[config.mk]
export PLATFORM = sky130hd
export DESIGN_NAME = serclk_engine
export DESIGN_NICKNAME = d
export VERILOG_FILES = /design/src/rtl/serclk_pkg.sv /design/src/rtl/serclk_halfdiv.sv /design/src/rtl/serclk_cmd_decode.sv /design/src/rtl/serclk_engine.sv
export SDC_FILE = /design/constraint.sdc
export NUM_CORES = 1
export LEC_CHECK = 0
export ABC_AREA = 0
export BUFFER_PORTS_ARGS = -buffer_cell sky130_fd_sc_hd__buf_2
export CAP_MARGIN = 15
export CORE_ASPECT_RATIO = 0.9
export CORE_MARGIN = 2
export CORE_UTILIZATION = 30
export CTS_BUF_LIST = sky130_fd_sc_hd__clkbuf_16
export DETAILED_ROUTE_END_ITERATION = 7
export PLACE_DENSITY = 0.53
export SYNTH_ARGS = -nofsm -noshare
export SYNTH_HDL_FRONTEND = slang
export SYNTH_SLANG_ARGS = --single-unit
export TNS_END_PERCENT = 100
[constraint.sdc]
create_clock -name clk -period 3.5 [get_ports clk]
set_input_delay 0.175 -clock clk [delete_from_list [all_inputs] [get_ports clk]]
set_output_delay 0.175 -clock clk [all_outputs]
set_load 0.01 [all_outputs]
[src/rtl/serclk_pkg.sv]
package serclk_pkg;
    localparam int BYTE_W  = 8;
    localparam int FRAME_W = 3 * BYTE_W;
    localparam int LEFT_W  = $clog2(FRAME_W + 1);

    typedef enum logic [1:0] {
        PH_IDLE,
        PH_SETUP,
        PH_LOW,
        PH_HIGH
    } phase_e;

    typedef struct packed {
        phase_e              ph;
        logic [FRAME_W-1:0]  sh;
        logic [LEFT_W-1:0]   left;
        logic                rd;
        logic [BYTE_W-1:0]   rdata;
        logic                sel_n;
        logic                strobe;
        logic                sdo;
        logic                oe;
        logic                done;
    } eng_t;
endpackage

[src/rtl/serclk_halfdiv.sv]
module serclk_halfdiv #(
    parameter int HALF_DIV = 4
) (
    input  logic clk,
    input  logic rst_n,
    input  logic run_i,
    output logic tick_o
);
    localparam int CW = (HALF_DIV > 2) ? $clog2(HALF_DIV) : 1;
    localparam logic [CW-1:0] LAST = CW'(HALF_DIV - 1);

    logic [CW-1:0] cnt_d, cnt_q;

    always_comb begin
        tick_o = run_i && (cnt_q == LAST);
        if (!run_i || tick_o) cnt_d = '0;
        else                  cnt_d = cnt_q + 1'b1;
    end

    always_ff @(posedge clk or negedge rst_n) begin
        if (!rst_n) cnt_q <= '0;
        else        cnt_q <= cnt_d;
    end


    tick_spacing_chk: assert property (@(posedge clk) disable iff (!rst_n)
        tick_o |=> !tick_o);
endmodule

[src/rtl/serclk_cmd_decode.sv]
module serclk_cmd_decode
    import serclk_pkg::*;
(
    input  logic [15:0]        cmd_i,
    input  logic [BYTE_W-1:0]  wdata_i,
    output logic [FRAME_W-1:0] frame_o,
    output logic [LEFT_W-1:0]  nbits_o,
    output logic               rd_o
);
    logic                long_cmd;
    logic [BYTE_W-1:0]   tail_byte;

    always_comb begin
        long_cmd  = (cmd_i[15:8] != 8'h00);
        tail_byte = {cmd_i[7:2], 2'b01};
        if (long_cmd) begin
            frame_o = {cmd_i[15:8], tail_byte, wdata_i};
            nbits_o = LEFT_W'(3 * BYTE_W);
            rd_o    = cmd_i[15];
        end else begin
            frame_o = {tail_byte, wdata_i, 8'h00};
            nbits_o = LEFT_W'(2 * BYTE_W);
            rd_o    = cmd_i[7];
        end
    end
endmodule

[src/rtl/serclk_engine.sv]
module serclk_engine
    import serclk_pkg::*;
#(
    parameter int HALF_DIV = 4
) (
    input  logic        clk,
    input  logic        rst_n,
    input  logic        start_i,
    output logic        ready_o,
    input  logic [15:0] cmd_i,
    input  logic [7:0]  wdata_i,
    output logic [7:0]  rdata_o,
    output logic        done_o,
    output logic        sel_n_o,
    output logic        strobe_o,
    output logic        sdata_o,
    output logic        sdata_oe_o,
    input  logic        sdata_i
);
    localparam logic [LEFT_W-1:0] RX_BITS = LEFT_W'(BYTE_W);

    eng_t               d, q;
    logic               tick;
    logic [FRAME_W-1:0] frame;
    logic [LEFT_W-1:0]  nbits;
    logic               rd_dec;
    logic               cur_rx, nxt_rx;

    serclk_cmd_decode u_dec (
        .cmd_i   (cmd_i),
        .wdata_i (wdata_i),
        .frame_o (frame),
        .nbits_o (nbits),
        .rd_o    (rd_dec)
    );

    serclk_halfdiv #(.HALF_DIV(HALF_DIV)) u_div (
        .clk    (clk),
        .rst_n  (rst_n),
        .run_i  (q.ph != PH_IDLE),
        .tick_o (tick)
    );

    always_comb begin
        d      = q;
        d.done = 1'b0;
        cur_rx = q.rd && (q.left <= RX_BITS);
        nxt_rx = q.rd && ((q.left - 1'b1) <= RX_BITS);
        case (q.ph)
            PH_IDLE: begin
                if (start_i) begin
                    d.ph     = PH_SETUP;
                    d.sh     = frame;
                    d.left   = nbits;
                    d.rd     = rd_dec;
                    d.rdata  = '0;
                    d.sel_n  = 1'b0;
                    d.strobe = 1'b1;
                    d.oe     = 1'b1;
                end
            end
            PH_SETUP: begin
                if (tick) begin
                    d.ph     = PH_LOW;
                    d.strobe = 1'b0;
                    d.oe     = !cur_rx;
                    d.sdo    = cur_rx ? 1'b0 : q.sh[FRAME_W-1];
                end
            end
            PH_LOW: begin
                if (tick) begin
                    d.ph     = PH_HIGH;
                    d.strobe = 1'b1;
                end
            end
            PH_HIGH: begin
                if (tick) begin
                    if (cur_rx) d.rdata = {q.rdata[BYTE_W-2:0], sdata_i};
                    d.sh   = q.sh << 1;
                    d.left = q.left - 1'b1;
                    if (q.left == LEFT_W'(1)) begin
                        d.ph    = PH_IDLE;
                        d.sel_n = 1'b1;
                        d.oe    = 1'b1;
                        d.sdo   = 1'b0;
                        d.done  = 1'b1;
                    end else begin
                        d.ph     = PH_LOW;
                        d.strobe = 1'b0;
                        d.oe     = !nxt_rx;
                        d.sdo    = nxt_rx ? 1'b0 : q.sh[FRAME_W-2];
                    end
                end
            end
            default: d.ph = PH_IDLE;
        endcase
    end

    always_ff @(posedge clk or negedge rst_n) begin
        if (!rst_n) begin
            q        <= '0;
            q.ph     <= PH_IDLE;
            q.sel_n  <= 1'b1;
            q.strobe <= 1'b1;
            q.oe     <= 1'b1;
        end else begin
            q <= d;
        end
    end

    assign ready_o    = (q.ph == PH_IDLE);
    assign rdata_o    = q.rdata;
    assign done_o     = q.done;
    assign sel_n_o    = q.sel_n;
    assign strobe_o   = q.strobe;
    assign sdata_o    = q.sdo;
    assign sdata_oe_o = q.oe;


    idle_strobe_high_chk: assert property (@(posedge clk) disable iff (!rst_n)
        sel_n_o |-> strobe_o);

    data_steady_high_chk: assert property (@(posedge clk) disable iff (!rst_n)
        (!sel_n_o && strobe_o && $past(strobe_o) && $past(!sel_n_o)) |-> $stable(sdata_o));

    release_in_read_chk: assert property (@(posedge clk) disable iff (!rst_n)
        !sdata_oe_o |-> (!sel_n_o && q.rd));

    busy_start_ignored_chk: assert property (@(posedge clk) disable iff (!rst_n)
        (start_i && !ready_o && !done_o) |=> $stable(q.rd));

    done_single_chk: assert property (@(posedge clk) disable iff (!rst_n)
        done_o |=> !done_o);

    done_with_ready_chk: assert property (@(posedge clk) disable iff (!rst_n)
        done_o |-> (ready_o && sel_n_o && sdata_oe_o));

    strobe_min_half_chk: assert property (@(posedge clk) disable iff (!rst_n)
        (strobe_o != $past(strobe_o)) |-> ($past(strobe_o, 2) == $past(strobe_o)));
endmodule

======== Yosys cells after proc, flatten, opt, wreduce, memory -nomap -nowiden ========
Cells that the tools add are included.
cells by class
  add/subtract/negate cells ............... 2
  multipliers ............................. 0
  div/mod/pow operators ................... 0
  order comparisons ....................... 2
  equal/unequal tests ..................... 12
  shift-type cells ........................ 0
  muxes and demuxes ....................... 27
  bitwise logic cells ..................... 0
  reduce and logical (&&, ||, !) cells .... 21
operator list
  cell                                                                               number
  29-bit one-hot mux with 2 select lines                                             1
  42-bit two-way mux                                                                 1
  31-bit two-way mux                                                                 1
  24-bit two-way mux                                                                 1
  9-bit one-hot mux with 2 select lines                                              1
  4-bit AND reduction                                                                4
  2-bit inequality test (second input constant)                                      7
  13-bit two-way mux                                                                 1
  5-bit by 4-bit less-or-equal comparator with 1-bit output (second input constant)  2
  2-bit two-way mux                                                                  5
  1-bit two-way mux                                                                  9
  8-bit two-way mux                                                                  1
  2-bit one-hot mux with 4 select lines                                              1
  8-bit nonzero test                                                                 1
  2-bit == test (second input constant)                                              3
  3-bit AND reduction                                                                2
  2-bit nonzero test                                                                 3
  5-bit by 1-bit == test with 1-bit output (second input constant)                   1
  5-bit AND reduction                                                                1
  5-bit by 1-bit subtractor with 5-bit output (second input constant)                1
  4-bit two-way mux                                                                  1
  1-bit one-hot mux with 4 select lines                                              1
  1-bit logical AND                                                                  3
  1-bit logical NOT                                                                  3
  other kinds (9)                                                                    9
storage, ports and cells
  flip-flop bits (word level) ............. 47
  bits in latches ......................... 0
  bits in writable memories ............... 0
  ROM bits ................................ 0
  output and inout bits ................... 14
  memories kept ........................... 0

======== Logic depth before layout (Yosys ltp) ========
  depth in word-level cells ............... 7
  depth in mapped cells ................... 8

======== Hierarchy ========
A second synthesis with hierarchy kept.
second synthesis, totals
  cells, all modules ...................... 296
  area, all modules ....................... 2,695.1 um^2
modules (own cells, without submodules)
  module             instances  cells an instance  area an instance (um^2)
  serclk_engine      1          252                2,294.7
  serclk_cmd_decode  1          38                 309.0
  serclk_halfdiv     1          6                  91.3

======== Worst setup path after synthesis ========
OpenSTA, ideal clock, no wires.
  path type ............................... register -> register
  start ................................... register q[43] in the netlist's numbering
  end ..................................... register q, in the netlist rdata_o[0]
  setup time .............................. 0.079 ns
  arrival time ............................ 1.829 ns
  data required time ...................... 3.421 ns
  setup slack ............................. 1.591 ns
  cell stages (with the launch flop) ...... 8
  clock period less this slack ............ 1.909 ns
  cells stage by stage .................... dfrtp_1 > ha_1 > clkbuf_1 > nor2b_1 > clkbuf_1 > a21oi_1 > a21oi_2 > mux2i_1
between the ends
  longest elaborated chain between the ends .. 4
  elaborated cells on any way between the ends .. 10
ends and longest elaborated chain
  element                          RTL line              text
  start, declared                  serclk_engine.sv:22   eng_t d, q;
  2-bit nonzero test               serclk_engine.sv:40   .run_i (q.ph != PH_IDLE),
  1-bit logical AND                serclk_halfdiv.sv:15  tick_o = run_i && (cnt_q == LAST);
  2-bit inequality test (no line)  --
  4-bit AND reduction (no line)    --
Several ways; a longest one is shown, not always the timed one.
A chain may end at the register's enable or synchronous reset.

======== Worst setup path after layout ========
  start ................................... register q[43] in the netlist's numbering
  end ..................................... register q, in the netlist rdata_o[6]
The elaborated chain is that of the path after synthesis.

==> flow_results.org <==
** Worst setup path
- STA classifies the critical path endpoint as a flop.
- Along the worst path, the maximum fanout reaches 20.
- The worst setup path is of the reg2reg kind.
- Among all stages on the critical path, the largest delay is contributed by and3b_1.
- Critical path startpoint category :: flop
- For this run, the slowest stage of the critical path takes 0.71 ns.
- Cell Chain, Critical Path :: inv_1 > ha_1 > and3b_1 > a21oi_1 > a21oi_2 > mux2i_1
- Together, buffers and inverters on the worst path number 1.
- Data required time at the worst endpoint :: 3.71 ns
- In this design, the largest share of critical-path delay is due to simple AND/OR/NAND/NOR gates.
- Arrival time of data at the critical path endpoint :: 2.65 ns

** STA
- Worst max-slew margin expressed relative to the limit :: 48.65%
- Slew at the pin closest to its max-slew limit :: 0.7670 ns
- The tightest hold path in the finished design has a slack of 0.1234 ns.
- Max Clock Freq :: 0.4099 GHz
- Final slew viol count :: 0
- The smallest clock period supported by the final layout is computed as 2.440 ns.
- Count of final setup violators :: 0
- Setup repair after global routing missed its margin :: no
- Across the routed clock network, the largest skew measured is 0.006170 ns.
- The hold violation total from the final report was 0.
- Post-route clock period utilization :: 69.70%
- Final total negative setup slack :: 0 ns

** Die
- The floorplan has 32 rows.
- Floorplan die height :: 92.34 µm
- The core region is 8488 µm².
- 42 I/O pins were placed.
- The floorplan step set the die width to 102.2 µm.
- The die covers 9433 µm².
- Once the floorplan was initialized, standard cells occupied 30.65% of the core.

** Layout
- The library cell used most frequently in the layout, excluding fill and tap cells, is dfrtp_1.
- Number of cells in the finished layout apart from fillers :: 420
- Proportion of layout cells with a drive suffix above 1 :: 21.93%
- Commonest cells after routing, fill and taps aside :: dfrtp_1, buf_2, nor2_1
- The number of antenna diodes in the final layout is 0.
- Util after Layout :: 35.58%
- Final nets :: 337
- From synthesis to final layout, the design area changed by 16.11%.

** Pwr
- In this run, flip-flops and latches consume 37.7% of the power.
- Cell-internal power :: 1.497 mW
- Clock power share :: 19.3%
- Static leakage :: 1.314 nW
- Combinational cells account for 43.0% of the total power.
- Peak supply drop :: 0.0002404 V
- Power density over the cells :: 808.3 nW/µm²
- Of the total power, the share spent switching nets is 38.69%.
- Switching power :: 0.9446 mW

** Synth
- Adder-cell share of the synthesized area :: 4.329%
- Of the total synthesized cell area, the portion taken by XOR and XNOR cells is 0%.
- In the synthesized netlist the async set-or-reset flop fraction comes to 100.0%.
- Syn Std Cell Area :: 2601 µm²
- Largest family of logic cells by synthesized area :: compound AO/OA/AOI/OAI gates
- The synthesized netlist devotes 19.58% of its cell area to compound gates.
- Number of nets in the synthesized netlist :: 306
- Simple-gate share of the synthesized area :: 16.02%
- Of the synthesized area, sequential elements account for 45.36%.
- Among all flip-flop cells after synthesis, the most frequent one is dfrtp_1.
- During synthesis, Yosys emitted a total of 0 warnings.
- Distinct cell type count of the synthesized netlist :: 50
- Average instance area after synthesis :: 9.670 µm²
- Multiplexer cells account for 7.023% of the synthesized area.
- The synthesized design contains 47 register bits.
- In the synthesized netlist, the number of instances is 269.
- Number of enable flip-flop cells after synthesis :: 0

** GRT
- The via count of the first global-routing pass came to 1995.
- Total routing usage reported by global routing :: 13.86%
- Met3 global-route usage :: 3.245%
- Global routing finished with a remaining overflow of 0.
- GR Util met1 :: 19.33%
- Pin count of the biggest net entering global routing :: 36
- Met2 Usage GRT :: 21.33%
- Initial antenna violation count :: 0
- Layer carrying the most global-route usage :: met2
- Wire length of the first global-routing pass :: 10230 µm

** Detailed routing
- In this run, the number of DRC markers left after iteration 0 of detailed routing was 122.
- For this run, design rule violations remaining after detail routing come to 0.
- Via/cell ratio :: 4.995
- The detail route stage leaves a number of antenna-violating nets equal to 0.
- Routed length per instance :: 14.85 µm
- Detailed routing inserted a total of 2098 vias.
- Routed wire length :: 6237 µm
- Detailed Routing Iterations Pass 1 :: 4

** Job
- Maximum capacitance violations :: 0

** CTS
- The clock passes through at most 2 buffers.
- Clock latency on the worst-skew pair, taken at its later pin, is 0.29 ns.
- Clock-pin transition on the worst setup and hold timing paths :: 0.07 ns
- The cell sitting at the root of the clock tree is a clkbuf_16.
- For this design, the sink count on the clock tree is 47.
- Clock tree synthesis inserted a total of 5 buffers.
- In this run the number of H-tree levels came out at 2.
- CTS tree :: yes

** Min path
- Min-delay worst type :: in2reg

** Place
- In this run the tool buffered the top-level ports with 39 buffer cells.
- Routability-driven placement finished with a final weighted congestion of 0.8062.
- The wire-length estimate of the detail-placed layout is 4303 µm.
- After detailed placement, the design holds a cell count of 411.

** Outcome
- Result of the run :: finished clean
==> per-stage QoR <==
| stage | setup slack [ns] | power (mW) | instance area, µm² |
|---|---|---|---|
| 2_1_floorplan | 1.591 | 1.713 | 2601 |
| 3_3_place_gp | 1.087 | 1.954 | 2869 |
| 3_5_place_dp | 1.014 | 1.980 | 2869 |
| 4_1_cts | 1.011 | 2.459 | 3020 |
| 5_1_grt | 0.8398 | 2.647 | 3020 |
| 6_report | 1.060 | 2.441 | 3020 |
==> timing repair <==
action,CTS,global route
setup buffers,0,0
resized for setup,0,0
setup endpoints to repair,0,0
hold endpoints to repair,23,0
hold buffers,1,0
==> layer usage <==
| metal | share of wire (%) | wire length [µm] |
|---|---|---|
| met1 | 48 | 3022 |
| met5 | 0 | 0 |
| met4 | 1.1 | 68 |
| met3 | 3.2 | 200 |
| met2 | 47 | 2946 |
==> cell type report <==
class	count	area (µm²)
clock buffer	5	125.1
tap	119	148.9
timing repair buffer	48	265.3
multi-input combinational	181	1221
clock inverter	3	16.27
inverter	17	63.81
sequential	47	1180
fill	877	5468
==> power groups by stage <==
| stage | Sequential [mW] | Clock, mW | Combinational [mW] |
|---|---|---|---|
| floorplan | 0.885 | 0 | 0.828 |
| CTS | 0.918 | 0.484 | 1.06 |
| global route | 0.948 | 0.505 | 1.19 |
| global placement | 0.919 | 0 | 1.03 |
| detailed placement | 0.920 | 0 | 1.06 |
| finish | 0.921 | 0.471 | 1.05 |
==> logic make-up after synthesis <==
| kind of cell | count (synthesis) |
|---|---|
| mux | 18 |
| simple gates | 79 |
| flops | 47 |
| buf+inv | 41 |
| fa+ha+maj | 9 |
| compound gates | 75 |
==> synthesized netlist by cell type, drive strengths merged (2+ instances only) <==
cell,instances,area [µm²]
a21oi,21,108.9
dfrtp,44,1101
nor3,2,10.01
a31oi,2,12.51
and3,6,37.54
a2bb2oi,2,17.52
nand2b,2,12.51
buf,12,91.33
nor2b,5,31.28
ha,9,112.6
nor2,27,103.9
nor3b,2,15.01
dfstp,3,78.83
a22oi,2,15.01
nor4,2,12.51
inv,17,63.81
or4,2,18.77
o21ai,12,60.06
clkbuf,12,45.04
a221oi,6,52.55
mux2i,16,160.2
a41oi,2,17.52
a22o,2,17.52
o22ai,10,62.56
nand3,4,20.02
mux2,2,22.52
nand3b,2,15.01
a221o,7,70.07
nand2,18,67.56
==> state kept, by name, summed over array words and instances (netlist names) <==
signal       flops
done_o           1
q               32
rdata_o          8
sdata_o          1
sdata_oe_o       1
sel_n_o          1
strobe_o         1
u_div.cnt_q      2
==> worst reg2reg max path, delay by kind of cell, from the launching register on <==
kind	cells	cell delay (ns)
and+or+nand+nor	1	0.71
buffers and inverters	1	0.08
adders and majority gates	1	0.20
AOI/OAI and AO/OA	2	0.71
muxes	1	0.26
DFF	1	0.41
==> final timing paths <==
| check | start | endpoint | slack, ns | depth (start not counted) |
|---|---|---|---|---|
| max reg2reg | q[43] | rdata_o[6] | 1.06 | 6 |
| min in group asynchronous | rst_n | q[21] | 0.42 | 2 |
| min | sdata_i | rdata_o[0] | 0.12 | 3 |
| max | q[43] | rdata_o[6] | 1.06 | 6 |
| min reg2reg | u_div.cnt_q[0] | u_div.cnt_q[0] | 0.44 | 1 |
| max in group asynchronous | rst_n | sel_n_o | 2.29 | 3 |
Note: power is estimated with default switching activity, not from simulation.
